**src/rtl/a429_tx_pkg.sv**
```systemverilog
// Package: shared constants, types and word-shaping functions for the
// ARINC 429 transmit path. Assumes a 32-bit word with the label in bits 7..0.
package a429_tx_pkg;

    localparam int WORD_W    = 32;
    localparam int LABEL_W   = 8;
    localparam int NUM_SRC   = 4;
    localparam int SRC_W     = $clog2(NUM_SRC);
    localparam int GAP_BITS  = 4;
    localparam int SLOW_MULT = 8;

    typedef enum logic [1:0] {
        PAR_PASS  = 2'b00,
        PAR_ODD   = 2'b01,
        PAR_EVEN  = 2'b10,
        PAR_PASS2 = 2'b11
    } par_mode_t;

    typedef enum logic [SRC_W-1:0] {
        SRC_URG  = 2'd0,
        SRC_SCH  = 2'd1,
        SRC_BG   = 2'd2,
        SRC_FIFO = 2'd3
    } src_t;

    // Replace bit 31 according to the parity mode.
    function automatic logic [WORD_W-1:0] fix_parity(logic [WORD_W-1:0] w, par_mode_t m);
        logic [WORD_W-1:0] r;
        r = w;
        case (m)
            PAR_ODD:  r[WORD_W-1] = ~(^w[WORD_W-2:0]);
            PAR_EVEN: r[WORD_W-1] =  (^w[WORD_W-2:0]);
            default:  r[WORD_W-1] = w[WORD_W-1];
        endcase
        return r;
    endfunction

    // Reorder so that serial slot k sits at position k: label reversed, rest ascending.
    function automatic logic [WORD_W-1:0] serial_order(logic [WORD_W-1:0] w);
        logic [WORD_W-1:0] s;
        for (int k = 0; k < WORD_W; k++) begin
            if (k < LABEL_W) s[k] = w[LABEL_W-1-k];
            else             s[k] = w[k];
        end
        return s;
    endfunction

    // Map a priority rank to a source index; the swapped order puts the FIFO first.
    function automatic src_t rank_src(int rank, logic swap);
        src_t s;
        if (!swap) begin
            case (rank)
                0:       s = SRC_URG;
                1:       s = SRC_SCH;
                2:       s = SRC_BG;
                default: s = SRC_FIFO;
            endcase
        end else begin
            case (rank)
                0:       s = SRC_FIFO;
                1:       s = SRC_SCH;
                2:       s = SRC_BG;
                default: s = SRC_URG;
            endcase
        end
        return s;
    endfunction

endpackage

```
**src/rtl/a429_tx_pacer.sv**
```systemverilog
// Module: FIFO pacing credit. A free-running counter ticks every
// (interval+1) clocks while pacing is on; a tick leaves one credit, and a
// FIFO accept consumes it. Assumes interval is held stable while pacing.
module a429_tx_pacer #(
    parameter int PACE_W = 16
) (
    input  logic              clk,
    input  logic              rst_n,
    input  logic              paced_en,
    input  logic [PACE_W-1:0] interval,
    input  logic              consume,
    output logic              credit
);

    logic [PACE_W-1:0] cnt_q;
    logic              tick;

    assign tick = paced_en && (cnt_q == interval);

    // Interval counter: wraps on tick, held at zero when pacing is off.
    always_ff @(posedge clk) begin
        if (!rst_n || !paced_en) cnt_q <= '0;
        else if (tick)           cnt_q <= '0;
        else                     cnt_q <= cnt_q + 1'b1;
    end

    // Credit flag: a tick sets it (and wins over consume), an accept clears it.
    always_ff @(posedge clk) begin
        if (!rst_n || !paced_en) credit <= 1'b0;
        else if (tick)           credit <= 1'b1;
        else if (consume)        credit <= 1'b0;
    end

    // a tick always leaves a credit behind on the next cycle.
    a_r10_tick_gives_credit: assert property (@(posedge clk) disable iff (!rst_n)
        tick |=> (credit || !paced_en));

endmodule

```
**src/rtl/a429_tx_arbiter.sv**
```systemverilog
// Module: fixed-order selector across the word sources. The rank order is
// chosen by 'swap'; a grant is issued only while the serializer is ready.
// Assumes requests are already qualified (FIFO pacing applied upstream).
module a429_tx_arbiter
    import a429_tx_pkg::*;
#(
    parameter int N = NUM_SRC
) (
    input  logic         clk,
    input  logic         rst_n,
    input  logic [N-1:0] req,
    input  logic         swap,
    input  logic         ready,
    output logic [N-1:0] accept,
    output src_t         sel
);

    logic hit;

    // Scan ranks from lowest to highest so the best-ranked request wins last.
    always_comb begin
        sel = SRC_URG;
        hit = 1'b0;
        for (int r = N - 1; r >= 0; r--) begin
            if (req[rank_src(r, swap)]) begin
                sel = rank_src(r, swap);
                hit = 1'b1;
            end
        end
    end

    // One-hot accept toward the chosen source when the line is free.
    always_comb begin
        accept = '0;
        if (ready && hit) accept[sel] = 1'b1;
    end

    // in the default order, a waiting urgent word always wins a free line.
    a_r1_urgent_first: assert property (@(posedge clk) disable iff (!rst_n)
        (ready && req[SRC_URG] && !swap) |-> accept[SRC_URG]);

    // in the swapped order, a waiting FIFO word always wins a free line.
    a_r2_fifo_first: assert property (@(posedge clk) disable iff (!rst_n)
        (ready && req[SRC_FIFO] && swap) |-> accept[SRC_FIFO]);

endmodule

```
**src/rtl/a429_tx_shifter.sv**
```systemverilog
// Module: serializer. Captures a word with its parity and rate, then emits
// 32 return-to-zero bits (label first) followed by a NULL gap. Assumes a load
// is presented only while busy is low.
module a429_tx_shifter
    import a429_tx_pkg::*;
#(
    parameter int HS_HALF = 250
) (
    input  logic              clk,
    input  logic              rst_n,
    input  logic              load,
    input  logic [WORD_W-1:0] word_in,
    input  logic              slow_in,
    input  par_mode_t         pmode_in,
    output logic              busy,
    output logic              line_hi,
    output logic              line_lo
);

    localparam int HALF_MAX = HS_HALF * SLOW_MULT;
    localparam int CW       = $clog2(HALF_MAX + 1);
    localparam int TOTAL    = WORD_W + GAP_BITS;
    localparam int BW       = $clog2(TOTAL + 1);

    logic [WORD_W-1:0] sh_q;
    logic              slow_q;
    logic [CW-1:0]     hcnt_q;
    logic              second_q;
    logic [BW-1:0]     bit_q;
    logic [CW-1:0]     half_len;
    logic              half_end;
    logic              in_data;

    assign half_len = slow_q ? CW'(HALF_MAX) : CW'(HS_HALF);
    assign half_end = (hcnt_q == half_len - 1'b1);
    assign in_data  = busy && (bit_q < BW'(WORD_W)) && !second_q;
    assign line_hi  = in_data &&  sh_q[0];
    assign line_lo  = in_data && !sh_q[0];

    // Sequencing: load captures the shaped word, then count halves and bits.
    always_ff @(posedge clk) begin
        if (!rst_n) begin
            busy     <= 1'b0;
            sh_q     <= '0;
            slow_q   <= 1'b0;
            hcnt_q   <= '0;
            second_q <= 1'b0;
            bit_q    <= '0;
        end else if (!busy) begin
            if (load) begin
                busy     <= 1'b1;
                sh_q     <= serial_order(fix_parity(word_in, pmode_in));
                slow_q   <= slow_in;
                hcnt_q   <= '0;
                second_q <= 1'b0;
                bit_q    <= '0;
            end
        end else if (!half_end) begin
            hcnt_q <= hcnt_q + 1'b1;
        end else begin
            hcnt_q <= '0;
            if (!second_q) begin
                second_q <= 1'b1;
            end else begin
                second_q <= 1'b0;
                if (bit_q < BW'(WORD_W)) sh_q <= sh_q >> 1;
                if (bit_q == BW'(TOTAL - 1)) busy <= 1'b0;
                else                         bit_q <= bit_q + 1'b1;
            end
        end
    end

    // the two drive outputs are never both high.
    a_r7_drive_exclusive: assert property (@(posedge clk) disable iff (!rst_n)
        !(line_hi && line_lo));

    // the first serial bit is word bit 7 (label MSB), right after the load.
    a_r5_label_msb_first: assert property (@(posedge clk) disable iff (!rst_n)
        (load && !busy) |=> (line_hi == $past(word_in[LABEL_W-1])) &&
                            (line_lo == !$past(word_in[LABEL_W-1])));

endmodule

```
**src/rtl/a429_tx_core.sv**
```systemverilog
// Module: top of the transmit path. Qualifies the FIFO request with the
// pacing credit, arbitrates the four sources and feeds the serializer.
// Assumes each source holds its valid and word stable until accepted.
module a429_tx_core
    import a429_tx_pkg::*;
#(
    parameter int HS_HALF_CYCLES = 250,
    parameter int PACE_W         = 16
) (
    input  logic              clk,
    input  logic              rst_n,
    input  logic              urg_valid,
    input  logic [31:0]       urg_word,
    output logic              urg_accept,
    input  logic              sch_valid,
    input  logic [31:0]       sch_word,
    output logic              sch_accept,
    input  logic              bg_valid,
    input  logic [31:0]       bg_word,
    output logic              bg_accept,
    input  logic              fifo_valid,
    input  logic [31:0]       fifo_word,
    output logic              fifo_accept,
    input  logic              fifo_first,
    input  logic              fifo_paced,
    input  logic [PACE_W-1:0] pace_interval,
    input  logic              rate_low,
    input  logic [1:0]        parity_mode,
    output logic              busy,
    output logic              line_hi,
    output logic              line_lo
);

    logic [NUM_SRC-1:0] req;
    logic [NUM_SRC-1:0] acc;
    logic               credit;
    logic               load;
    src_t               sel;
    logic [WORD_W-1:0]  words [NUM_SRC];
    logic [WORD_W-1:0]  chosen;

    assign words[SRC_URG]  = urg_word;
    assign words[SRC_SCH]  = sch_word;
    assign words[SRC_BG]   = bg_word;
    assign words[SRC_FIFO] = fifo_word;

    // Request vector; the FIFO needs a credit when paced.
    always_comb begin
        req           = '0;
        req[SRC_URG]  = urg_valid;
        req[SRC_SCH]  = sch_valid;
        req[SRC_BG]   = bg_valid;
        req[SRC_FIFO] = fifo_valid && (!fifo_paced || credit);
    end

    assign urg_accept  = acc[SRC_URG];
    assign sch_accept  = acc[SRC_SCH];
    assign bg_accept   = acc[SRC_BG];
    assign fifo_accept = acc[SRC_FIFO];
    assign load        = |acc;
    assign chosen      = words[sel];

    a429_tx_pacer #(.PACE_W(PACE_W)) u_pacer (
        .clk      (clk),
        .rst_n    (rst_n),
        .paced_en (fifo_paced),
        .interval (pace_interval),
        .consume  (acc[SRC_FIFO]),
        .credit   (credit)
    );

    a429_tx_arbiter #(.N(NUM_SRC)) u_arb (
        .clk    (clk),
        .rst_n  (rst_n),
        .req    (req),
        .swap   (fifo_first),
        .ready  (!busy),
        .accept (acc),
        .sel    (sel)
    );

    a429_tx_shifter #(.HS_HALF(HS_HALF_CYCLES)) u_shift (
        .clk      (clk),
        .rst_n    (rst_n),
        .load     (load),
        .word_in  (chosen),
        .slow_in  (rate_low),
        .pmode_in (par_mode_t'(parity_mode)),
        .busy     (busy),
        .line_hi  (line_hi),
        .line_lo  (line_lo)
    );

    // nothing is accepted while a word or its gap is in progress.
    a_r3_accept_only_idle: assert property (@(posedge clk) disable iff (!rst_n)
        load |-> !busy);

    // at most one accept, and a taken word makes the serializer busy.
    a_r4_single_accept: assert property (@(posedge clk) disable iff (!rst_n)
        $onehot0(acc));
    a_r4_accept_pulse: assert property (@(posedge clk) disable iff (!rst_n)
        load |=> (busy && !load));

    // a paced FIFO word is only taken while a credit is held.
    a_r10_paced_needs_credit: assert property (@(posedge clk) disable iff (!rst_n)
        (fifo_paced && fifo_accept) |-> credit);

endmodule

```
**config.mk**
```make
export PLATFORM = sky130hd
export DESIGN_NAME = a429_tx_core
export DESIGN_NICKNAME = d
export VERILOG_FILES = /design/src/rtl/a429_tx_pkg.sv /design/src/rtl/a429_tx_pacer.sv /design/src/rtl/a429_tx_arbiter.sv /design/src/rtl/a429_tx_shifter.sv /design/src/rtl/a429_tx_core.sv
export SDC_FILE = /design/constraint.sdc
export NUM_CORES = 1
export LEC_CHECK = 0
export CAP_MARGIN = 30
export CORE_ASPECT_RATIO = 1.75
export CORE_UTILIZATION = 47
export DETAILED_ROUTE_END_ITERATION = 8
export PLACE_DENSITY = 0.83
export SYNTH_ARGS = -nofsm -noshare
export SYNTH_HDL_FRONTEND = slang
export SYNTH_SLANG_ARGS = --single-unit
```
**constraint.sdc**
```tcl
create_clock -name clk -period 3.6 [get_ports clk]
set_input_delay 0.36 -clock clk [delete_from_list [all_inputs] [get_ports clk]]
set_output_delay 0.36 -clock clk [all_outputs]
set_load 0.01 [all_outputs]
```
======== Word level (Yosys, flattened, before mapping) ========
Index checks and enable logic that the tools add are counted.
cells by class
  bitwise gates (word level) .............. 3
  equality and inequality tests ........... 9
  order comparisons ....................... 6
  muxes and demuxes ....................... 46
  $add $sub $neg .......................... 4
  reductions and logical operators ........ 24
operators with widths
  kind                                                                   number
  32-bit 2-to-1 mux                                                      7
  32-bit binary-select mux with 2-bit select                             1
  11-bit 2-to-1 mux                                                      4
  31-bit parity                                                          1
  6-bit 2-to-1 mux                                                       5
  1-bit 2-to-1 mux                                                       18
  16-bit by 1-bit adder with 16-bit output (second input constant)       1
  16-bit == test                                                         1
  2-bit 2-to-1 mux                                                       6
  11-bit by 1-bit adder with 11-bit output (second input constant)       1
  11-bit == test                                                         1
  11-bit by 1-bit subtractor with 11-bit output (second input constant)  1
  2-bit by 3-bit < comparator with 1-bit output (second input constant)  3
  1-bit logical AND                                                      8
  2-bit != test (second input constant)                                  4
  4-bit AND reduction                                                    2
  6-bit by 1-bit adder with 6-bit output (second input constant)         1
  6-bit == test (second input constant)                                  1
  6-bit < comparator (second input constant)                             1
  1-bit logical NOT                                                      5
  1-bit binary-select mux with 2-bit select                              2
  4-bit 2-to-1 mux                                                       1
  2-bit AND reduction                                                    2
  2-bit nonzero test                                                     2
  11 further kinds                                                       13
word-level totals
  input bits .............................. 155
  register bits after elaboration ......... 69

======== Longest topological paths before layout ========
  depth after elaboration ................. 18
  gate-level depth with buffers ........... 13
  depth with buffers taken out ............ 10

======== Modules after synthesis ========
Synthesis repeated with hierarchy kept, for this count alone.
second synthesis, totals
  cells, all modules ...................... 455
  area, all modules ....................... 4849.7 sq um
by module, submodules not included
  module           instances  cells each  area each (sq um)
  a429_tx_shifter  1          299         2955.3
  a429_tx_pacer    1          101         969.7
  a429_tx_core     1          43          837.1
  a429_tx_arbiter  1          12          87.6

======== Worst setup path before layout ========
Ideal clock, no wire load.
  path kind ............................... input -> register
  start point ............................. in bg_valid
  end point ............................... reg u_shift.sh_q[31]
  stages .................................. 12
  arrival time ............................ 2.790 ns
  library setup time ...................... 0.096 ns
  slack ................................... 0.715 ns
  required time ........................... 3.504 ns
  cells stage by stage .................... nor2b_1 -> o21ba_1 -> buf_2 -> or2_1 -> buf_2 -> o32ai_1 -> xnor2_1 -> xnor3_1 -> xnor2_1 -> xnor3_1 -> mux2i_1 -> o41ai_2
on the way
  cells in the longest elaborated chain, start to end .. 15
  elaborated cells between the ends (all ways) .. 31
  those cells by class .................... 2 x order compare; 21 x mux; 2 x bitwise; 6 x reduce/logical
ends and longest elaborated chain
  item                                                    RTL line                              RTL
  from (decl)                                             a429_tx_core.sv:18                    input logic bg_valid,
  1-bit binary-select mux with 2-bit select               a429_tx_arbiter.sv:25                 if (req[rank_src(r, swap)]) begin
  1-bit 2-to-1 mux (not written as such)                  a429_tx_arbiter.sv:25
  2-bit 2-to-1 mux (4 in a row)                           a429_tx_arbiter.sv:25
  2-bit inverter with 3-bit output (not written as such)  a429_tx_core.sv:61                    assign chosen = words[sel];
  32-bit binary-select mux with 2-bit select              a429_tx_core.sv:61
  32-bit 2-to-1 mux (not written as such) (2 in a row)    a429_tx_core.sv:61
  31-bit parity                                           a429_tx_pkg.sv:31, a429_tx_pkg.sv:32
  1-bit inverter                                          a429_tx_pkg.sv:31                     PAR_ODD: r[WORD_W-1] = ~(^w[WORD_W-2:0]);
  1-bit case mux with 2 select lines                      a429_tx_pkg.sv:30                     case (m)
  32-bit 2-to-1 mux                                       a429_tx_shifter.sv:50                 if (load) begin
  32-bit 2-to-1 mux                                       a429_tx_shifter.sv:49                 end else if (!busy) begin
  to (signal assigned)                                    a429_tx_shifter.sv:52                 sh_q <= serial_order(fix_parity(word_in, pmode_in));
  to (signal assigned)                                    a429_tx_shifter.sv:66                 if (bit_q < BW'(WORD_W)) sh_q <= sh_q >> 1;
  to (decl)                                               a429_tx_shifter.sv:25                 logic [WORD_W-1:0] sh_q;
Several ways; a longest one is shown, not always the timed one. The select of a mux whose other input is x is not followed.
A chain may end at the register's enable or synchronous reset.

======== Final worst setup path ========
  start point ............................. in fifo_paced
  end point ............................... out fifo_accept
on the way
  cells in the longest elaborated chain, start to end .. 14
  elaborated cells between the ends (all ways) .. 22
  those cells by class .................... 2 x order compare; 15 x mux; 5 x reduce/logical
ends and longest elaborated chain
  item                                                                                                                                   RTL line               RTL
  from (decl)                                                                                                                            a429_tx_core.sv:25     input logic fifo_paced,
  1-bit logical NOT *                                                                                                                    a429_tx_core.sv:53     req[SRC_FIFO] = fifo_valid && (!fifo_paced || credit);
  1-bit logical OR *                                                                                                                     a429_tx_core.sv:53
  1-bit logical AND *                                                                                                                    a429_tx_core.sv:53
  1-bit binary-select mux with 2-bit select                                                                                              a429_tx_arbiter.sv:25
  1-bit 2-to-1 mux (not written as such)                                                                                                 a429_tx_arbiter.sv:25
  2-bit 2-to-1 mux (4 in a row)                                                                                                          a429_tx_arbiter.sv:25
  2-bit by 3-bit < comparator with 1-bit output (not written as such) or 2-bit by 1-bit >= comparator with 1-bit output (tied branches)  a429_tx_arbiter.sv:35  if (ready && hit) accept[sel] = 1'b1;
  1-bit logical AND (not written as such)                                                                                                a429_tx_arbiter.sv:35
  1-bit 2-to-1 mux (not written as such)                                                                                                 a429_tx_arbiter.sv:35
  1-bit demux with 2-bit select                                                                                                          -
  4-bit 2-to-1 mux *                                                                                                                     a429_tx_arbiter.sv:35
  to (decl)                                                                                                                              a429_tx_core.sv:23     output logic fifo_accept,
Every way passes the cells marked *; elsewhere a longest branch is shown, timed or not. The select of a mux whose other input is x is not followed.

==> impl_metrics.csv <==
group,metric,value,unit
sta,finalClockSkew,0.00618,ns
drt,top_layer_used,"met4",
floorplanning,die_x,79.9,um
clock_network,ctsHoldBuffers,0,
run_status,status,"complete, no violations",
logic_synthesis,synth.avg_cell_area,8.73,um^2
logic_synthesis,ys.flop_type,"dfxtp_1",
worst_setup_path,critPathLaunchType,"input pin",
worst_setup_path,path_cells,"clkdlybuf4s50_1 > nand2b_1 > a2111oi_0 > buf_4 > or2_2 > nor3_1 > clkdlybuf4s50_1",
sta,final.setup.worst_slack,0.273,ns
clock_network,cts_buffer_depth,2,
placed_design,place_inst,857,
floorplanning,ios,162,
layout,n_fill_cell,811,
drt,antenna_left,0,
clock_network,htreeDepth,3,
clock_network,clock-sinks,69,
layout,area_growth,44.5,%
power_and_ir_drop,cellPowerDensity,366,nW/um^2
sta,report.final.setup_viol,0,
global_route,grt_max_degree,49,
sta,clock.fmax,301,MHz
floorplanning,start_util,48.5,%
sta,maxSlewHeadroom,32.6,%
logic_synthesis,async_flop_share,0,%
drt,wl_met1,5.35,mm
global_route,gr-total-overflow,0,
sta,layout_min_cycle_time,3.33,ns
floorplanning,die-height,138,um
sta,hold_ws,0.482,ns
layout,antenna_cells,0,
sta,slew_viol_final,0,
sta,tightest_slew,1.01,ns
min_path,min_path_type,"reg2reg",
worst_setup_path,cp_num_buf_inv,3,
logic_synthesis,yosysTopAreaCell,"dfxtp_1",
worst_setup_path,cp.arrival,2.97,ns
clock_network,numCtsBuffers,9,
logic_synthesis,ys_seq_area_share,27.7,%
global_route,grt_pass1_vias,5432,
logic_synthesis,ys_ff_latch,69,
placed_design,post-place-ws,-0.140,ns
layout,ff_latch_area,1380,um^2
worst_setup_path,worstSetupEndpointType,"output pin",
clock_network,cts_tree,"yes",
floorplanning,std_cell_rows,49,
run,maxCapViolCount,0,
drt,met3_length,576,um
logic_synthesis,synthTopCellsByArea,"dfxtp_1 (28%), xnor2_1 (14%), mux4_2 (9.0%)",
drt,drtIter0Drc,209,
clock_network,cts.clk_slew.worst_paths,0.05,ns
layout,final_nets,902,
drt,drt_wl_total,15.7,mm
placed_design,routabilityCongestion,0.913,
logic_synthesis,syn_area,4990,um^2
clock_network,clkLatencyLatePin,0.33,ns
drt,drt_first_pass_iters,4,
worst_setup_path,slowest_delay,0.79,ns
placed_design,hpwl,12.3,mm
layout,layout-drive-gt1-share,10.8,%
logic_synthesis,yosys.area.top_type_share,27.7,%
logic_synthesis,syn_inst,572,
sta,fin_setup_tns,0,ns
placed_design,port_buffers,161,
clock_network,cts_resized,0,
drt,remaining_drc_errors,0,
drt,vias,5075,
floorplanning,fp.coreArea,10300,um^2
logic_synthesis,yosys-top-cells-count,"xnor2_1 (79), nor2_1 (70), dfxtp_1 (69)",
logic_synthesis,yosys_warnings,0,
clock_network,clock-root-buffer,"clkbuf_16",
worst_setup_path,crit_top_cell,"clkdlybuf4s50_1",
power_and_ir_drop,peakVddDrop,0.338,mV
clock_network,postCtsSetupRepairBufs,0,
global_route,grt_use_total,29.5,%
layout,stdcell_count,874,
worst_setup_path,critPathSlowestCell,"a2111oi_0",
worst_setup_path,cp_data_required_time,3.24,ns
global_route,grt_first_pass_wirelength,25.3,mm
drt,wl_met2,9.00,mm
logic_synthesis,synth_cell_types,51,
power_and_ir_drop,power,2640,uW
floorplanning,die_area,11100,um^2
worst_setup_path,crit_type,"in2out",
worst_setup_path,critPathMaxFanout,11,
drt,wire_per_inst,18.0,um
sta,period_share,92.4,%
power_and_ir_drop,p_leak,0.00268,uW
logic_synthesis,syn_nets,732,
worst_setup_path,crit_family,"buffers and inverters",
global_route,antenna_found_initial,0,
sta,report.final.hold_viol_count,0,
layout,multi_input_comb_area,3460,um^2
logic_synthesis,synth_edf_count,0,
drt,viasPerCell,5.81,
sta,rsz0062_at_grt,"no",
logic_synthesis,synth.most_common_cell,"xnor2_1",
cell families (layout without fill, tap and decap cells):
group,after synthesis,count (layout),synth area share [%]
AND/OR/NAND/NOR,189,189,17.9
flip-flops,69,69,27.7
AO/OA/AOI/OAI,114,115,15.7
adder cells (fa/ha/maj),5,5,1.25
XOR/XNOR,97,97,18.1
multiplexers,53,53,15.7
buffers and inverters,45,219,3.63
worst min-delay path, cell delays in order (launching register included):
cell and delay [ns]:
dfxtp_1 0.31, nand2b_1 0.06, a21oi_1 0.06
sequential cells by signal, summed over array words and instances, names as in the netlist:
signal            cells
u_shift.hcnt_q       11
u_pacer.credit        1
u_shift.busy          1
u_shift.second_q      1
u_pacer.cnt_q        16
u_shift.bit_q         6
u_shift.sh_q         32
u_shift.slow_q        1
per-layer routing:
metal	vias up	GRT usage, %
met2	161	57.2
met1	2447	27.9
li1	2413	-
met5	-	0
met4	0	16.2
met3	54	4.95
metrics by stage:
stage	utilization, %	area, um^2
global route	70.0	7210
finish	70.0	7210
detailed placement	67.0	6900
global placement	67.0	6900
CTS	69.9	7200
floorplan	-	4990
placed cells by master (no fill, tap or decap), types with 2 or more instances in the layout:
cell / Yosys / routed
buf_4: 1 / 33
mux2i_1: 32 / 32
o211ai_1: 6 / 6
a311oi_1: 2 / 2
nand2b_1: 5 / 5
nand2_1: 37 / 36
clkbuf_16: 0 / 9
o22ai_1: 6 / 6
a211oi_1: 26 / 26
a21oi_1: 18 / 18
o21ai_0: 16 / 16
ha_1: 5 / 5
nand4_1: 8 / 8
a22oi_1: 2 / 2
a31oi_1: 6 / 6
nand3_1: 22 / 22
nor2b_1: 6 / 6
nor3b_1: 4 / 4
or4_1: 2 / 2
and2_1: 2 / 2
nor2_1: 70 / 70
nor3_1: 5 / 5
nor4_1: 3 / 3
xnor2_1: 79 / 79
mux4_2: 20 / 20
a32oi_1: 6 / 6
or3_1: 3 / 3
o32ai_1: 6 / 6
xnor3_1: 4 / 4
or2_2: 2 / 2
inv_1: 8 / 8
clkinvlp_4: 0 / 2
clkdlybuf4s50_1: 0 / 161
and3_1: 15 / 15
a21boi_0: 12 / 12
xor2_1: 14 / 14
dfxtp_1: 69 / 68
worst paths after layout:
| path | from | endpoint | slack, ns | depth (start not counted) |
|---|---|---|---|---|
| max | fifo_paced | fifo_accept | 0.27 | 7 |
| min | u_pacer.credit | u_pacer.credit | 0.48 | 2 |
| max reg2reg | u_shift.hcnt_q[2] | u_shift.sh_q[15] | 0.44 | 8 |
| min reg2reg | u_pacer.credit | u_pacer.credit | 0.48 | 2 |
where the power goes:
part	internal [uW]	leakage [uW]	switching, uW	total (uW)
sequential	805	0.000564	26.2	831
clock	556	0.000142	339	895
combinational	534	0.00197	378	913
cell type report:
class	instances	area share, %
Timing Repair Buffer	195	26.0
Multi-Input combinational cell	459	48.0
Sequential cell	69	19.2
Inverter	8	0.416
Tap cell	127	2.20
Clock buffer	11	3.36
Clock inverter	5	0.815
Note: power is estimated with default switching activity, not from simulation.
